==> src/rtl/hst_pkg.sv <==
package hst_pkg;
  localparam int IDX_MAX_W = 8;

  typedef enum logic [1:0] {
    HS_PRISTINE = 2'd0,
    HS_SUSPECT  = 2'd1,
    HS_REPAIR   = 2'd2,
    HS_REFURB   = 2'd3
  } healthT;

  // strobes from control to datapath
  typedef struct packed {
    logic                 clrValid;
    logic [IDX_MAX_W-1:0] clrIdx;
  } ctlStrbT;
endpackage

==> src/rtl/hst_datapath.sv <==
module hst_datapath
  import hst_pkg::*;
#(
  parameter int NUM_SLOTS = 20,
  parameter int WIN_LEN   = 600,
  localparam int IDX_W    = $clog2(NUM_SLOTS),
  localparam int CNT_W    = $clog2(WIN_LEN + 1)
) (
  input  logic             clk,
  input  logic             rstN,
  input  logic             cmpValid,
  input  logic [IDX_W-1:0] leftIdx,
  input  logic [IDX_W-1:0] rightIdx,
  input  logic             agree,
  input  ctlStrbT          strb,
  output logic             hitVec   [NUM_SLOTS],
  output logic [CNT_W-1:0] newDisc  [NUM_SLOTS],
  output logic             winDone  [NUM_SLOTS],
  output logic [CNT_W-1:0] discCnt  [NUM_SLOTS],
  output logic [CNT_W-1:0] corrCnt  [NUM_SLOTS],
  output logic             cmpErr
);
  logic pairOk;
  logic [CNT_W-1:0] incDisc, incCorr;

  assign pairOk = cmpValid && (leftIdx != rightIdx) &&
                  (int'(leftIdx) < NUM_SLOTS) && (int'(rightIdx) < NUM_SLOTS);
  assign incDisc = {{(CNT_W-1){1'b0}}, ~agree};
  assign incCorr = {{(CNT_W-1){1'b0}}, agree};

  always_ff @(posedge clk) begin
    if (!rstN) cmpErr <= 1'b0;
    else       cmpErr <= cmpValid && !pairOk;
  end

  for (genvar s = 0; s < NUM_SLOTS; s++) begin : g_slot
    localparam logic [IDX_W-1:0] SID = IDX_W'(s);
    logic [CNT_W-1:0] nextCorr;
    logic clrHere;

    assign hitVec[s]  = pairOk && (leftIdx == SID || rightIdx == SID);
    assign newDisc[s] = discCnt[s] + incDisc;
    assign nextCorr   = corrCnt[s] + incCorr;
    assign winDone[s] = (int'(newDisc[s]) + int'(nextCorr)) == WIN_LEN;
    assign clrHere    = strb.clrValid && (strb.clrIdx == IDX_MAX_W'(s));

    always_ff @(posedge clk) begin
      if (!rstN || clrHere) begin
        discCnt[s] <= '0;
        corrCnt[s] <= '0;
      end else if (hitVec[s]) begin
        if (winDone[s]) begin
          discCnt[s] <= '0;
          corrCnt[s] <= '0;
        end else begin
          discCnt[s] <= newDisc[s];
          corrCnt[s] <= nextCorr;
        end
      end
    end
  end
endmodule

==> src/rtl/hst_control.sv <==
module hst_control
  import hst_pkg::*;
#(
  parameter int NUM_SLOTS = 20,
  parameter int WIN_LEN   = 600,
  localparam int IDX_W    = $clog2(NUM_SLOTS),
  localparam int CNT_W    = $clog2(WIN_LEN + 1)
) (
  input  logic             clk,
  input  logic             rstN,
  input  logic             agree,
  input  logic             hitVec   [NUM_SLOTS],
  input  logic [CNT_W-1:0] newDisc  [NUM_SLOTS],
  input  logic             winDone  [NUM_SLOTS],
  input  logic [CNT_W-1:0] repairMaxDisc,
  input  logic [CNT_W-1:0] operMaxDisc,
  input  logic             repAck,
  output healthT           stateVec [NUM_SLOTS],
  output logic             repReq,
  output logic [IDX_W-1:0] repSlot,
  output ctlStrbT          strb
);
  logic [NUM_SLOTS-1:0] pending;
  logic ackFire;

  // lowest-index waiting slot wins
  always_comb begin
    repSlot = '0;
    for (int i = NUM_SLOTS - 1; i >= 0; i--) begin
      if (pending[i]) repSlot = IDX_W'(i);
    end
  end

  assign repReq        = |pending;
  assign ackFire       = repReq && repAck;
  assign strb.clrValid = ackFire;
  assign strb.clrIdx   = IDX_MAX_W'(repSlot);

  for (genvar s = 0; s < NUM_SLOTS; s++) begin : g_fsm
    logic ackHere, overLimit, goodWindow;

    assign ackHere    = ackFire && (repSlot == IDX_W'(s));
    assign overLimit  = hitVec[s] && (newDisc[s] > repairMaxDisc);
    assign goodWindow = hitVec[s] && winDone[s] && (newDisc[s] <= operMaxDisc);

    always_ff @(posedge clk) begin
      if (!rstN) begin
        stateVec[s] <= HS_PRISTINE;
        pending[s]  <= 1'b0;
      end else begin
        unique case (stateVec[s])
          HS_PRISTINE: if (hitVec[s] && !agree) stateVec[s] <= HS_SUSPECT;
          HS_SUSPECT: begin
            if (overLimit) begin
              stateVec[s] <= HS_REPAIR;
              pending[s]  <= 1'b1;
            end
          end
          HS_REPAIR: begin
            if (ackHere) begin
              stateVec[s] <= HS_REFURB;
              pending[s]  <= 1'b0;
            end
          end
          HS_REFURB: begin
            if (overLimit) begin
              stateVec[s] <= HS_REPAIR;
              pending[s]  <= 1'b1;
            end else if (goodWindow) begin
              stateVec[s] <= HS_PRISTINE;
            end
          end
          default: stateVec[s] <= HS_PRISTINE;
        endcase
      end
    end
  end
endmodule

==> src/rtl/hst_top.sv <==
module hst_top
  import hst_pkg::*;
#(
  parameter int NUM_SLOTS = 20,
  parameter int WIN_LEN   = 600,
  localparam int IDX_W    = $clog2(NUM_SLOTS),
  localparam int CNT_W    = $clog2(WIN_LEN + 1)
) (
  input  logic             clk,
  input  logic             rstN,
  input  logic             cmpValid,
  input  logic [IDX_W-1:0] leftIdx,
  input  logic [IDX_W-1:0] rightIdx,
  input  logic             agree,
  input  logic [CNT_W-1:0] repairMaxDisc,
  input  logic [CNT_W-1:0] operMaxDisc,
  input  logic [IDX_W-1:0] rdIdx,
  output logic [1:0]       rdState,
  output logic [CNT_W-1:0] rdDisc,
  output logic [CNT_W-1:0] rdCorr,
  output logic             cmpErr,
  output logic             repReq,
  output logic [IDX_W-1:0] repSlot,
  input  logic             repAck
);
  ctlStrbT          strb;
  logic             hitVec   [NUM_SLOTS];
  logic [CNT_W-1:0] newDisc  [NUM_SLOTS];
  logic             winDone  [NUM_SLOTS];
  logic [CNT_W-1:0] discCnt  [NUM_SLOTS];
  logic [CNT_W-1:0] corrCnt  [NUM_SLOTS];
  healthT           stateVec [NUM_SLOTS];
  logic             rdOk;

  hst_datapath #(.NUM_SLOTS(NUM_SLOTS), .WIN_LEN(WIN_LEN)) uDp (
    .clk(clk), .rstN(rstN), .cmpValid(cmpValid), .leftIdx(leftIdx),
    .rightIdx(rightIdx), .agree(agree), .strb(strb), .hitVec(hitVec),
    .newDisc(newDisc), .winDone(winDone), .discCnt(discCnt),
    .corrCnt(corrCnt), .cmpErr(cmpErr)
  );

  hst_control #(.NUM_SLOTS(NUM_SLOTS), .WIN_LEN(WIN_LEN)) uCtl (
    .clk(clk), .rstN(rstN), .agree(agree), .hitVec(hitVec),
    .newDisc(newDisc), .winDone(winDone), .repairMaxDisc(repairMaxDisc),
    .operMaxDisc(operMaxDisc), .repAck(repAck), .stateVec(stateVec),
    .repReq(repReq), .repSlot(repSlot), .strb(strb)
  );

  assign rdOk    = int'(rdIdx) < NUM_SLOTS;
  assign rdState = rdOk ? stateVec[rdIdx] : HS_PRISTINE;
  assign rdDisc  = rdOk ? discCnt[rdIdx] : '0;
  assign rdCorr  = rdOk ? corrCnt[rdIdx] : '0;
endmodule

==> config.mk <==
export PLATFORM = sky130hd
export DESIGN_NAME = hst_top
export DESIGN_NICKNAME = d
export VERILOG_FILES = /design/src/rtl/hst_pkg.sv /design/src/rtl/hst_datapath.sv /design/src/rtl/hst_control.sv /design/src/rtl/hst_top.sv
export SDC_FILE = /design/constraint.sdc
export NUM_CORES = 2
export LEC_CHECK = 0
export ABC_AREA = 1
export BUFFER_PORTS_ARGS = -buffer_cell sky130_fd_sc_hd__buf_4
export CAP_MARGIN = 10
export CORE_MARGIN = 2
export CORE_UTILIZATION = 45
export DETAILED_ROUTE_END_ITERATION = 16
export GPL_TIMING_DRIVEN = 1
export PLACE_DENSITY_LB_ADDON = 0.08
export SLEW_MARGIN = 10
export SYNTH_ARGS = -nofsm -noshare
export SYNTH_HDL_FRONTEND = slang
export SYNTH_SLANG_ARGS = --single-unit
==> constraint.sdc <==
create_clock -name clk -period 4.77 [get_ports clk]
set_input_delay 0.7155 -clock clk [delete_from_list [all_inputs] [get_ports clk]]
set_output_delay 0.7155 -clock clk [all_outputs]
set_load 0.1 [all_outputs]
==> results.yml <==
critical_path:
  cp-start-kind: "input pin"
  crit_path_end_kind: "output pin"
  critPathRequiredTime_ns: 4.05
  critPathArrivalTime_ns: 3.73
  crit_fanout: 85
  path_class: "input pin to output pin"
clock_tree:
  cts_buffers: 60
  path_clk_slew_ns: 0.06
  cts_resized: 0
  cts_buffer_depth: 3
  cts_setup_buffers: 0
  clock-sinks: 461
  cts_tree: "built"
  clk_latency_ns: 0.70
  cts_root_buf: "clkbuf_16"
  cts_hold_buf: 0
  htree_levels: 2
min_path:
  hold_path.class: "input pin to flip-flop"
timing:
  worst_slack_ns: 0.320
  hold_viol_final: 0
  setup_viol: 0
  skew_ns: 0.0371
  worst_slew_margin_rel: 0.291
  max_freq_mhz: 225
  drv_slew: 0
  fin_crit_ns: 4.45
  tightest_slew_ns: 1.06
  grt_setup_unrepaired: "no"
  fin_crit_sh: 0.933
place:
  dp_slack_ns: -0.0914
  globalplace.congestion: 0.984
  io_buffers: 68
  dp_hpwl_mm: 127
grt:
  grt_use_total: 0.327
  antenna_found_initial: 10
  grt_overflow: 0
  grt_max_degree: 119
  grt_pass1_vias: 40812
  grt_pass1_wl_mm: 251
cells_and_area:
  drive_above_1_share: 0.0608
  n_fill_cell: 9845
  syn2layout_area_growth_pct: 9.75
  nNetsFinal: 7145
  final_util: 0.499
pwr:
  power_frac_seq: 0.361
  total_power_uw: 11600
  swShare: 0.348
  p_int_uw: 7560
  switchingPower_uw: 4040
  power_frac_clock: 0.410
  vdd_ir_drop_max_mv: 0.303
  powerDensity_nw_per_um2: 240
  p_leak_uw: 0.0231
  combPwrFrac: 0.229
floorplan:
  start_util: 0.455
  fp.dieH_um: 317
  die_area_um2: 101000
  die_w_um: 317
  boundaryPins: 69
  num_rows: 114
  core_um2: 97000
logic_synthesis:
  synth_common_cells: "inv_1 (860), nand2_1 (819), a21oi_1 (687)"
  seq_area_frac_synth: 0.209
  yosysMostFrequentCell: "inv_1"
  ys_warn_count: 0
  synth_edf_count: 0
  synth_nets: 7106
  synthTopCellsByArea: "dfxtp_1 (21%), ha_1 (19%), a21oi_1 (7.8%), inv_1 (7.3%), nand2_1 (7.0%)"
  synth.avg_cell_area_um2: 6.93
  netlist.area_leader.share: 0.209
  syn_area_um2: 44100
  synth_seq_cells: 461
  synth_area_leader_cell: "dfxtp_1"
  synth_cells: 6366
  ys_types: 63
  postSynth.asyncResetShare: 0
  synth_ff_type: "dfxtp_1"
routing:
  ant_nets: 0
  drtPass1Iterations: 8
  vias_per_cell: 5.80
  num_vias: 44843
  drc: 0
  wire_per_inst_um: 21.7
  drtIter0Drc: 4312
  drt-total-wl_mm: 168
job:
  cap_violations: 0
outcome:
  status: "complete, no violations"
[critical path, cell delays in order]
cell and delay [ns]:
buf_6 0.18, inv_6 0.24, buf_12 0.28, buf_4 0.20, o21ai_0 0.60, a21oi_1 0.16, o31ai_1 0.68, nand2_1 0.27
buf_4 0.32
[power by group through the flow]
stage	clock, uW	sequential [uW]	combinational [uW]
global placement	0	4270	2580
finish	4750	4190	2660
global route	4940	4210	2920
CTS	4810	4180	2610
detailed placement	0	4270	2600
floorplan	0	4210	1760
[flip-flops by register name, indices dropped and copies added (netlist names)]
signal,count
uDp.cmpErr,1
uCtl.pending,20
uDp.corrCnt,200
uCtl.stateVec,40
uDp.discCnt,200
[worst paths after layout]
kind	startpoint	to	slack, ns	depth (start not counted)
setup / recovery	rdIdx[0]	rdCorr[8]	0.32	9
setup reg to reg	uDp.corrCnt[110]$_SDFFE_PP0P_	uDp.discCnt[113]$_SDFFE_PP0P_	0.77	15
hold / removal	cmpValid	uDp.cmpErr$_SDFF_PN0_	0.45	3
hold reg to reg	uCtl.pending[12]$_SDFFE_PN0P_	uCtl.pending[12]$_SDFFE_PN0P_	0.47	2
[per-stage QoR]
stage / cells / cell area (um^2) / hold slack, ns / setup TNS (ns)
3_5_place_dp: 7619 / 46400 / 0.457 / -1.27
4_1_cts: 7724 / 48400 / 0.418 / 0
3_3_place_gp: 7619 / 46400 / 0.454 / 0
2_1_floorplan: 6366 / 44100 / 0.439 / 0
6_report: 7729 / 48400 / 0.452 / 0
5_1_grt: 7728 / 48400 / 0.437 / 0
[cell usage in the layout (no fill, tap or decap), types with 12 or more instances in the layout]
cell type,instances
dfxtp_1,461
xor2_1,298
or2_2,12
o2111ai_1,18
nand2_2,12
o21bai_1,15
fa_1,20
a311oi_1,13
xnor2_1,37
ha_1,680
a31oi_1,24
a21oi_1,687
o21ai_0,577
o211ai_1,33
a211oi_1,217
o22ai_1,36
nand4_1,103
inv_1,839
nor2_1,485
nand3_1,322
clkbuf_8,13
nor3b_1,21
nor3_1,179
clkbuf_1,15
nor4_1,21
inv_2,28
clkbuf_16,62
nand2_1,819
o21a_1,27
a22o_1,14
buf_4,217
[logic make-up after synthesis]
group | share of synthesized area
XOR/XNOR | 0.0665
AO/OA/AOI/OAI | 0.225
AND/OR/NAND/NOR | 0.198
flip-flops | 0.209
multiplexers | 0.00182
adder cells (fa/ha/maj) | 0.202
buffers and inverters | 0.0971
[area by class of cell]
cell class,instances,area (um^2),share of cell area
diodes,5,12.5,0.000258
clock buffers,90,1790,0.0369
clock inverters,15,186,0.00385
inverters,873,3280,0.0678
multi-input cells,4787,30600,0.632
flip-flops and latches,461,9230,0.191
well taps,1276,1600,0.0330
repair buffers,222,1720,0.0355
[layer usage]
metal,track usage,wire length (um),up-vias
li1,-,-,21988
met1,0.458,75700,20877
met2,0.495,71100,1668
met3,0.0545,13600,306
met4,0.137,7470,4
met5,0,28,-
Power figures use the tool's default switching activity.
